<file path="src/rtl/pal_fb_array.sv">
`timescale 1ns/1ps
module pal_fb_array #(
  parameter int N_IN   = 4,
  parameter int N_OUT  = 4,
  parameter int PT_PER = 3
) (
  input  logic             clk,
  input  logic             rst_n,
  input  logic             cfg_shift,
  input  logic             cfg_din,
  input  logic             cfg_load,
  input  logic [N_IN-1:0]  in_pins,
  output logic [N_OUT-1:0] out_pins
);
  localparam int N_LIT    = N_IN + N_OUT;
  localparam int PT_BITS  = 2 * N_LIT;
  localparam int N_PT     = N_OUT * PT_PER;
  localparam int CFG_BITS = N_PT * PT_BITS;

  function automatic logic [CFG_BITS-1:0] fb_mask();
    logic [CFG_BITS-1:0] m;
    m = '1;
    for (int p = 0; p < N_PT; p++)
      for (int j = p / PT_PER; j < N_OUT; j++) begin
        m[p*PT_BITS + 2*(N_IN+j)]     = 1'b0;
        m[p*PT_BITS + 2*(N_IN+j) + 1] = 1'b0;
      end
    return m;
  endfunction

  function automatic logic [CFG_BITS-1:0] zero_cfg();
    logic [CFG_BITS-1:0] c;
    c = '0;
    for (int p = 0; p < N_PT; p++) begin
      c[p*PT_BITS]     = 1'b1;
      c[p*PT_BITS + 1] = 1'b1;
    end
    return c;
  endfunction

  localparam logic [CFG_BITS-1:0] FB_MASK = fb_mask();
  localparam logic [CFG_BITS-1:0] RST_CFG = zero_cfg();

  logic [CFG_BITS-1:0] shift_q;
  logic [CFG_BITS-1:0] active_q;

  always_ff @(posedge clk) begin
    if (!rst_n) begin
      shift_q  <= '0;
      active_q <= RST_CFG;
    end else begin
      if (cfg_shift) shift_q  <= {shift_q[CFG_BITS-2:0], cfg_din};
      if (cfg_load)  active_q <= shift_q & FB_MASK;
    end
  end

  logic [N_OUT-1:0] sec_val;
  logic [N_LIT-1:0] lits;
  logic             acc;
  logic             term;

  always_comb begin
    sec_val = '0;
    lits    = '0;
    acc     = 1'b0;
    term    = 1'b0;
    for (int s = 0; s < N_OUT; s++) begin
      lits = {sec_val, in_pins};
      acc  = 1'b0;
      for (int k = 0; k < PT_PER; k++) begin
        term = 1'b1;
        for (int l = 0; l < N_LIT; l++) begin
          if (active_q[(s*PT_PER+k)*PT_BITS + 2*l]     && !lits[l]) term = 1'b0;
          if (active_q[(s*PT_PER+k)*PT_BITS + 2*l + 1] &&  lits[l]) term = 1'b0;
        end
        acc = acc | term;
      end
      sec_val[s] = acc;
    end
  end

  assign out_pins = sec_val;
endmodule


</file>
<file path="config.mk">
export PLATFORM = sky130hd
export DESIGN_NAME = pal_fb_array
export DESIGN_NICKNAME = d
export VERILOG_FILES = /design/src/rtl/pal_fb_array.sv
export SDC_FILE = /design/constraint.sdc
export NUM_CORES = 1
export LEC_CHECK = 0
export BUFFER_PORTS_ARGS = -buffer_cell sky130_fd_sc_hd__buf_2
export CORE_MARGIN = 2
export CORE_UTILIZATION = 45
export DETAILED_ROUTE_END_ITERATION = 8
export GPL_TIMING_DRIVEN = 0
export PLACE_DENSITY_LB_ADDON = 0.3
export SLEW_MARGIN = 10
export SYNTH_ARGS = -nofsm -noshare
export SYNTH_HDL_FRONTEND = slang
export SYNTH_SLANG_ARGS = --single-unit
</file>
<file path="constraint.sdc">
create_clock -name clk -period 2.8 [get_ports clk]
set_clock_uncertainty 0.1 [all_clocks]
set_input_delay 0.14 -clock clk [delete_from_list [all_inputs] [get_ports clk]]
set_output_delay 0.14 -clock clk [all_outputs]
set_load 0.01 [all_outputs]
</file>
==> results.sh, run 1 <==
export IMPL_rsz0062_at_grt="true"
export IMPL_drc_errors=0
export IMPL_antennaDiodeCount=0
export IMPL_fin_crit_sh_pct=113
export IMPL_outcome="finished, violations left"
export IMPL_rows=61
export IMPL_num_vias=7734
export IMPL_power_density_nw_per_um2=671
export IMPL_clkLatencyLatePin_ns=0.51
export IMPL_use_met3_pct=2.66
export IMPL_clkSlewWorstSetupHoldPaths_ns=0.06
export IMPL_synth_edf_count=0
export IMPL_start_util_pct=46.0
export IMPL_gr_usage_met1_pct=22.8
export IMPL_gp_congestion=0.740
export IMPL_crit_path_end_kind="output port"
export IMPL_hold_path_class="in2reg"
export IMPL_via_per_inst=4.84
export IMPL_die_x_um=173
export IMPL_grt_pass1_vias=7723
export IMPL_syn_num_nets=1158
export IMPL_drv_cap=0
export IMPL_overflow=0
export IMPL_core_area_um2=27900
export IMPL_ys_flop_type="dfxtp_1"
export IMPL_drt_iter0_drc=295
export IMPL_slew_headroom_pct=42.3
export IMPL_top_usage_layer="met2"
export IMPL_p_leak_nw=5.94
export IMPL_crit_required_ns=2.56
export IMPL_yosys_top_cells_area="dfxtp_1 (50%), mux2i_1 (29%), nor2b_1 (15%)"
export IMPL_synth_top_area_share_pct=50.2
export IMPL_grt_max_degree=15
export IMPL_fin_ws_ns=-0.353
export IMPL_tritoncts="done"
export IMPL_synth_ff_latch_count=322
export IMPL_gr_usage_met2_pct=26.0
export IMPL_dp_hpwl_um=15700
export IMPL_io_buffers=9
export IMPL_track_usage_pct=16.2
export IMPL_cts_sinks=322
export IMPL_dieArea_um2=29900
export IMPL_slew_violations=0
export IMPL_detail_route_antenna_nets=0
export IMPL_cp_max_fo=8
export IMPL_area_growth_pct=14.2
export IMPL_synth_common_cells="mux2i_1 (375), dfxtp_1 (322), nor2b_1 (298), clkbuf_1 (48), nand2_1 (26)"
export IMPL_num_io_pins=13
export IMPL_nNetsFinal=1208
export IMPL_die_h_um=173
export IMPL_cts_buffers=34
export IMPL_firstDrtPassIters=4
export IMPL_synth_most_common_cell="mux2i_1"
export IMPL_cts_htree_levels=2
export IMPL_synth_distinct_cells=31
export IMPL_wire_per_inst_um=15.1
export IMPL_placedInstanceArea_um2=13400
export IMPL_tightest_slew_ns=0.866
export IMPL_cts_root_buf="clkbuf_16"
export IMPL_setup_violations=1
export IMPL_final_cell_area_um2=14700
export IMPL_layout_drive_gt1_share_pct=7.62
export IMPL_antenna_found_initial=0
export IMPL_finalHoldViolations=0
export IMPL_critPathKind="reg2out"
export IMPL_ir_drop_mv=0.453
export IMPL_cp_arrival_ns=2.91
export IMPL_dpl_cell_count=1536
export IMPL_synth_warnings=0
export IMPL_synth_largest_area_cell="dfxtp_1"
export IMPL_cp_start_kind="register"
export IMPL_min_period_ns=3.15
export IMPL_fin_cells=1598
export IMPL_clock_path_buffers=3
export IMPL_syn_avg_cell_area_um2=11.2
export IMPL_power_mw=9.85
export IMPL_max_freq_mhz=317
export IMPL_async_flop_share_pct=0
export IMPL_totalWireLength_um=24200
export IMPL_synthCells=1149
export IMPL_syn_area_um2=12800
export IMPL_violations="setup timing"
export IMPL_seq_area_frac_synth_pct=50.2
export IMPL_grt_first_pass_wirelength_um=40200
worst max-delay path, cell delays in order, from the launching register on:
cell and delay (ns):
dfxtp_2 0.32, mux2i_1 0.14, nand4_1 0.24, and3_4 0.24
buf_12 0.15, a2111oi_2 0.40, a2111o_1 0.22, and2_4 0.20
a211oi_2 0.08, a211o_1 0.29, buf_6 0.13
cells in the final DEF (no fill, tap or decap), types with 6 or more instances in the layout:
cell type	count
mux2i_1	374
dfxtp_1	319
clkinv_2	6
nand4_1	8
buf_6	7
clkbuf_1	52
nand2_1	26
clkbuf_8	7
inv_1	8
nor2b_1	298
buf_1	24
clkbuf_16	37
buf_2	8
power by group:
group / internal, mW / total, mW / switching, mW
Clock: 2.85 / 4.61 / 1.76
Sequential: 4.61 / 4.62 / 0.0142
Combinational: 0.288 / 0.618 / 0.330
state kept, by name, indices dropped and copies added (netlist names):
register / count
shift_q: 190
active_q: 132
stage by stage:
step           utilization [%]  TNS, ns  setup slack, ns  hold slack (ns)
2_1_floorplan                -        0            0.230            0.210
3_3_place_gp              47.9    -1.20           -0.894            0.336
3_5_place_dp              47.9    -1.35           -0.952            0.343
4_1_cts                   52.4   -0.424           -0.409            0.116
5_1_grt                   52.5   -0.602           -0.491            0.152
6_report                  52.5   -0.353           -0.353            0.109
final timing paths:
| check | from | cells after the start | endpoint | slack, ns |
|---|---|---|---|---|
| max | active_q[17]$_SDFFE_PN1P_ | 10 | out_pins[3] | -0.35 |
| min | rst_n | 3 | active_q[80]$_SDFFE_PN1P_ | 0.11 |
| max reg2reg | shift_q[144]$_SDFFE_PN0P_ | 2 | active_q[144]$_SDFFE_PN1P_ | 2.02 |
| min reg2reg | active_q[112]$_SDFFE_PN1P_ | 2 | active_q[112]$_SDFFE_PN1P_ | 0.37 |
logic make-up after synthesis:
| logic type | count (synthesis) | share of synthesized area (%) |
|---|---|---|
| flip-flops | 322 | 50.2 |
| AND/OR/NAND/NOR | 346 | 16.4 |
| buffers and inverters | 88 | 2.92 |
| AO/OA/AOI/OAI | 15 | 1.02 |
| multiplexers | 378 | 29.5 |
metal layers:
metal | vias to the layer above | wire length [um]
li1 | 3982 | -
met1 | 3653 | 12300
met2 | 73 | 10800
met3 | 26 | 766
met4 | 0 | 336
met5 | - | 0
cell type report:
type | instances | area (um^2)
Fill cell | 2510 | 13300
Tap cell | 378 | 473
Clock buffer | 48 | 1040
Timing Repair Buffer | 16 | 114
Inverter | 9 | 46.3
Multi-Input combinational cell | 739 | 6100
Clock inverter | 9 | 120
Sequential cell | 322 | 6450
Buffer | 77 | 335
what timing repair did:
| item | CTS | global route |
|---|---|---|
| hold endpoints to repair | 1 | 0 |
| hold buffers | 1 | 0 |
| gates resized for setup | 18 | 12 |
| pin swaps | 8 | 10 |
| buffers inserted | 5 | 1 |
| endpoints found under the setup margin | 2 | 2 |
Note: power is estimated with default switching activity, not from simulation.
==> inputs of run 2 (changes only) <==
--- a/config.mk
+++ b/config.mk
@@ -6,8 +6,10 @@
 export NUM_CORES = 1
 export LEC_CHECK = 0
 export BUFFER_PORTS_ARGS = -buffer_cell sky130_fd_sc_hd__buf_2
+export CELL_PAD_IN_SITES_DETAIL_PLACEMENT = 1
+export CELL_PAD_IN_SITES_GLOBAL_PLACEMENT = 2
 export CORE_MARGIN = 2
-export CORE_UTILIZATION = 45
+export CORE_UTILIZATION = 43
 export DETAILED_ROUTE_END_ITERATION = 8
 export GPL_TIMING_DRIVEN = 0
 export PLACE_DENSITY_LB_ADDON = 0.3
==> results.sh, run 2 (synthesis results as in run 1) <==
export IMPL_dp_slack_ns=-1.04
export IMPL_antennaDiodeCount=0
export IMPL_start_util_pct=43.5
export IMPL_cts_htree_levels=2
export IMPL_min_period_ns=3.29
export IMPL_firstDrtPassIters=4
export IMPL_cpLargestDelayFamily="compound AO/OA/AOI/OAI gates"
export IMPL_crit_required_ns=2.56
export IMPL_multiInputGateArea_um2=6120
export IMPL_grt_first_pass_wirelength_um=44700
export IMPL_grt_pass1_vias=8356
export IMPL_track_usage_pct=17.9
export IMPL_fin_ws_ns=-0.487
export IMPL_drc_errors=0
export IMPL_die_x_um=177
export IMPL_core_area_um2=29600
export IMPL_clock_path_buffers=3
export IMPL_r2r_slack_ns=2.00
export IMPL_crit_path_end_kind="output port"
export IMPL_slew_headroom_pct=38.4
export IMPL_post_route_util_pct=50.2
export IMPL_placedInstanceArea_um2=13400
export IMPL_die_h_um=177
export IMPL_largest_register_ffs=190
export IMPL_num_io_pins=13
export IMPL_cts_buffers=37
export IMPL_outcome="finished, violations left"
export IMPL_gp_congestion=0.698
export IMPL_layout_common_cells="mux2i_1 (375), dfxtp_1 (320), nor2b_1 (298)"
export IMPL_p_leak_nw=6.01
export IMPL_grt_max_degree=13
export IMPL_final_cell_area_um2=14800
export IMPL_largest_register="shift_q"
export IMPL_via_per_inst=4.87
export IMPL_clkSlewWorstSetupHoldPaths_ns=0.06
export IMPL_cpMaxStageDelayCell="a2111o_1"
export IMPL_hold_path_class="in2reg"
export IMPL_crit_cells=11
export IMPL_use_met3_pct=2.68
export IMPL_rows=63
export IMPL_nNetsFinal=1215
export IMPL_num_vias=7916
export IMPL_power_density_nw_per_um2=685
export IMPL_wire_per_inst_um=16.7
export IMPL_largest_registers="shift_q (190), active_q (132)"
export IMPL_critPathKind="reg2out"
export IMPL_seq_area_um2=6450
export IMPL_rsz0062_at_grt="true"
export IMPL_dieArea_um2=31300
export IMPL_dp_hpwl_um=17600
export IMPL_slew_violations=0
export IMPL_holdWs_ns=0.143
export IMPL_layout_drive_gt1_share_pct=8.10
export IMPL_ir_drop_mv=0.374
export IMPL_worstPathCellList="mux2i_1, nand4_1, and3_1, buf_6, inv_8, mux2i_1, a2111o_1, and2_4, a211oi_2, a211o_1, buf_6"
export IMPL_tightest_slew_ns=0.924
export IMPL_area_growth_pct=15.4
export IMPL_clkLatencyLatePin_ns=0.52
export IMPL_io_buffers=9
export IMPL_fill_cells=3180
export IMPL_detail_route_antenna_nets=0
export IMPL_overflow=0
export IMPL_cp_arrival_ns=3.05
export IMPL_cts_sinks=322
export IMPL_gr_usage_met2_pct=29.2
export IMPL_setup_violations=2
export IMPL_slowest_delay_ns=0.44
export IMPL_violations="setup timing"
export IMPL_fin_setup_tns_ns=-0.770
export IMPL_cp_num_buf_inv=3
export IMPL_totalWireLength_um=27100
export IMPL_drv_cap=0
export IMPL_max_freq_mhz=304
export IMPL_finalHoldViolations=0
export IMPL_tritoncts="done"
export IMPL_drt_iter0_drc=300
export IMPL_final_common_cell="mux2i_1"
export IMPL_antenna_found_initial=0
export IMPL_top_usage_layer="met2"
export IMPL_cts_root_buf="clkbuf_16"
export IMPL_r2r_cells=2
export IMPL_gr_usage_met1_pct=24.6
export IMPL_holdPathStages=3
export IMPL_fin_crit_sh_pct=117
export IMPL_cp_max_fo=7
export IMPL_cp_start_kind="register"
-- run 2: cell count changes in the layout (fill, tap and decap cells not counted), moves of 2 or more --
| cell | before | now |
|---|---|---|
| clkbuf_8 | 7 | 14 |
| clkbuf_1 | 52 | 55 |
| buf_6 | 7 | 9 |
| clkbuf_16 | 37 | 39 |
| bufinv_16 | 3 | 1 |
| buf_4 | 4 | 8 |
-- run 2: layout make-up --
| class | count | share of cell area (%) |
|---|---|---|
| buffer | 77 | 2.20 |
| clock inverter | 7 | 0.430 |
| tap | 390 | 3.29 |
| inverter | 9 | 0.278 |
| sequential | 322 | 43.5 |
| clock buffer | 60 | 8.06 |
| timing repair buffer | 20 | 1.01 |
| multi-input combinational | 739 | 41.3 |
-- run 2: worst reg2reg max path: stages, from the launching register on --
cell and delay (ns):
dfxtp_1 0.38, mux2i_1 0.11, nor2b_1 0.14
-- run 2: timing repair --
item	4_1_cts	5_1_grt
setup endpoints to repair	3	2
setup buffers	7	3
resized for setup	21	6
endpoints found under the hold margin	1	0
pin swaps	6	5
hold buffers	1	0
-- run 2: final timing paths --
path | start | endpoint
worst min-delay path | rst_n | active_q[96]$_SDFFE_PN1P_
worst min register to register | active_q[48]$_SDFFE_PN1P_ | active_q[48]$_SDFFE_PN1P_
worst max register to register | active_q[138]$_SDFFE_PN0P_ | active_q[138]$_SDFFE_PN0P_
worst max-delay path | active_q[19]$_SDFFE_PN0P_ | out_pins[3]
-- run 2: metal layers --
| metal | share of wire, % | vias up | wire [um] |
|---|---|---|---|
| met4 | 1.8 | 0 | 476 |
| met3 | 2.5 | 35 | 670 |
| met2 | 46 | 59 | 12400 |
| li1 | - | 4001 | - |
| met5 | 0 | - | 0 |
| met1 | 50 | 3821 | 13500 |
-- run 2: power by group --
group / switching, mW / internal, mW / leakage (nW)
registers: 0.0142 / 4.61 / 2.60
logic: 0.347 / 0.296 / 2.78
clock network: 1.88 / 3.01 / 0.628
-- run 2: metrics by stage --
stage,std cells,power (mW)
finish,1624,10.2
global route,1624,10.5
CTS,1621,10.3
detailed placement,1548,5.31
global placement,1548,5.31
floorplan,1149,5.15
==> inputs of run 3 (changes only) <==
--- a/config.mk
+++ b/config.mk
@@ -12,6 +12,7 @@
 export CORE_UTILIZATION = 43
 export DETAILED_ROUTE_END_ITERATION = 8
 export GPL_TIMING_DRIVEN = 0
+export MAX_ROUTING_LAYER = met4
 export PLACE_DENSITY_LB_ADDON = 0.3
 export SLEW_MARGIN = 10
 export SYNTH_ARGS = -nofsm -noshare
==> results.sh, run 3 (synthesis results as in run 1) <==
export IMPL_outcome="finished, violations left"
export IMPL_violations="setup timing"
export IMPL_cts_root_buf="clkbuf_16"
export IMPL_largest_register="shift_q"
export IMPL_reg2reg_from="active_q[138]$_SDFFE_PN0P_"
export IMPL_slew_headroom_pct=38.3
export IMPL_worstPathCellList="mux2i_1, nand4_1, and3_1, buf_6, mux2i_4, a2111o_1, and2_4, a211oi_2, a211o_1, buf_6"
export IMPL_fin_ws_ns=-0.491
export IMPL_drv_cap=0
export IMPL_detail_route_antenna_nets=0
export IMPL_r2r_slack_ns=2.00
export IMPL_cts_sinks=322
export IMPL_start_util_pct=43.5
export IMPL_finalHoldViolations=0
export IMPL_dp_hpwl_um=17600
export IMPL_die_h_um=177
export IMPL_antenna_found_initial=0
export IMPL_wire_per_inst_um=16.7
export IMPL_seq_area_um2=6450
export IMPL_hold_path_class="in2reg"
export IMPL_slew_violations=0
export IMPL_min_period_ns=3.29
export IMPL_critPathKind="reg2out"
export IMPL_post_route_util_pct=50.2
export IMPL_num_io_pins=13
export IMPL_power_mw=10.2
export IMPL_clkSlewWorstSetupHoldPaths_ns=0.06
export IMPL_grt_first_pass_wirelength_um=44700
export IMPL_dieArea_um2=31300
export IMPL_largest_register_ffs=190
export IMPL_tritoncts="done"
export IMPL_hold_path_end="active_q[96]$_SDFFE_PN1P_"
export IMPL_grt_pass1_vias=8362
export IMPL_holdPathStages=3
export IMPL_fill_cells=3180
export IMPL_ir_drop_mv=0.375
export IMPL_via_per_inst=4.89
export IMPL_crit_required_ns=2.56
export IMPL_area_growth_pct=15.4
export IMPL_nNetsFinal=1215
export IMPL_layout_drive_gt1_share_pct=8.10
export IMPL_cpMaxStageDelayCell="a2111o_1"
export IMPL_overflow=0
export IMPL_min_from="rst_n"
export IMPL_gp_congestion=0.706
export IMPL_largest_registers="shift_q (190), active_q (132)"
export IMPL_r2r_end="active_q[138]$_SDFFE_PN0P_"
export IMPL_power_density_nw_per_um2=685
export IMPL_firstDrtPassIters=4
export IMPL_cp_start_kind="register"
export IMPL_tightest_slew_ns=0.925
export IMPL_drt_iter0_drc=301
export IMPL_layout_common_cells="mux2i_1 (375), dfxtp_1 (320), nor2b_1 (298)"
export IMPL_dp_slack_ns=-1.04
export IMPL_cp_arrival_ns=3.05
export IMPL_io_buffers=9
export IMPL_setup_violations=2
export IMPL_cp_max_fo=7
export IMPL_crit_path_end_kind="output port"
export IMPL_cts_htree_levels=2
export IMPL_totalWireLength_um=27100
export IMPL_antennaDiodeCount=0
export IMPL_cts_buffers=37
export IMPL_track_usage_pct=18.4
export IMPL_clock_path_buffers=3
export IMPL_p_leak_nw=6.01
export IMPL_die_x_um=177
export IMPL_core_area_um2=29600
export IMPL_clkLatencyLatePin_ns=0.52
export IMPL_final_common_cell="mux2i_1"
export IMPL_slowest_delay_ns=0.39
export IMPL_cp_common_cell="buf_6"
export IMPL_rows=63
export IMPL_r2r_cells=2
export IMPL_drc_errors=0
export IMPL_fin_crit_sh_pct=118
export IMPL_max_freq_mhz=304
export IMPL_rsz0062_at_grt="true"
export IMPL_grt_max_degree=13
export IMPL_multiInputGateArea_um2=6120
export IMPL_num_vias=7935
## run 3: cell counts in the layout (fill, tap and decap cells not counted)
No cell type changed its count.
## run 3: what timing repair did
item,4_1_cts,5_1_grt
setup buffers,7,3
endpoints found under the setup margin,3,2
cloned,0,0
endpoints found under the hold margin,1,0
gates resized for setup,21,6
pin swaps,6,5
hold buffers,1,0
## run 3: cell type report
type,instances,share of cell area (%)
clock buffers,60,8.06
multi-input cells,739,41.3
clock inverters,7,0.430
flip-flops and latches,322,43.5
repair buffers,20,1.01
well taps,390,3.29
plain buffers,77,2.20
inverters,9,0.278
## run 3: worst max-delay path, delay by kind of cell (launching register included)
family	cells	cell delay (ns)
AOI/OAI and AO/OA	3	0.83
buffers and inverters	2	0.27
DFF	1	0.32
muxes	2	0.36
and+or+nand+nor	3	0.74
## run 3: worst max path at each step
stage	start	to	depth (start not counted)	slack, ns
2_1_floorplan	in_pins[1]	out_pins[3]	12	0.23
3_3_place_gp	in_pins[1]	out_pins[3]	14	-1.01
3_5_place_dp	in_pins[1]	out_pins[3]	14	-1.04
4_1_cts	active_q[16]$_SDFFE_PN1P_	out_pins[3]	11	-0.50
5_1_grt	active_q[19]$_SDFFE_PN0P_	out_pins[3]	10	-0.56
6_report	active_q[19]$_SDFFE_PN0P_	out_pins[3]	10	-0.49
## run 3: where the power goes
group / switching (mW) / internal (mW) / leakage (nW)
registers: 0.0142 / 4.61 / 2.60
logic: 0.346 / 0.296 / 2.78
clock network: 1.89 / 3.01 / 0.628
## run 3: routing by layer
| metal | track usage [%] | vias up | wire [um] |
|---|---|---|---|
| met4 | 5.37 | 0 | 473 |
| met2 | 29.2 | 59 | 12400 |
| met3 | 2.62 | 35 | 668 |
| li1 | - | 4000 | - |
| met1 | 24.5 | 3841 | 13500 |
| met5 | - | - | 0 |
## run 3: through the flow
stage	setup TNS (ns)	area (um^2)	hold slack (ns)	std cells
floorplan	0	12800	0.210	1149
global placement	-1.43	13400	0.352	1548
detailed placement	-1.49	13400	0.360	1548
CTS	-0.700	14800	0.160	1621
global route	-0.909	14800	0.236	1624
finish	-0.782	14800	0.145	1624
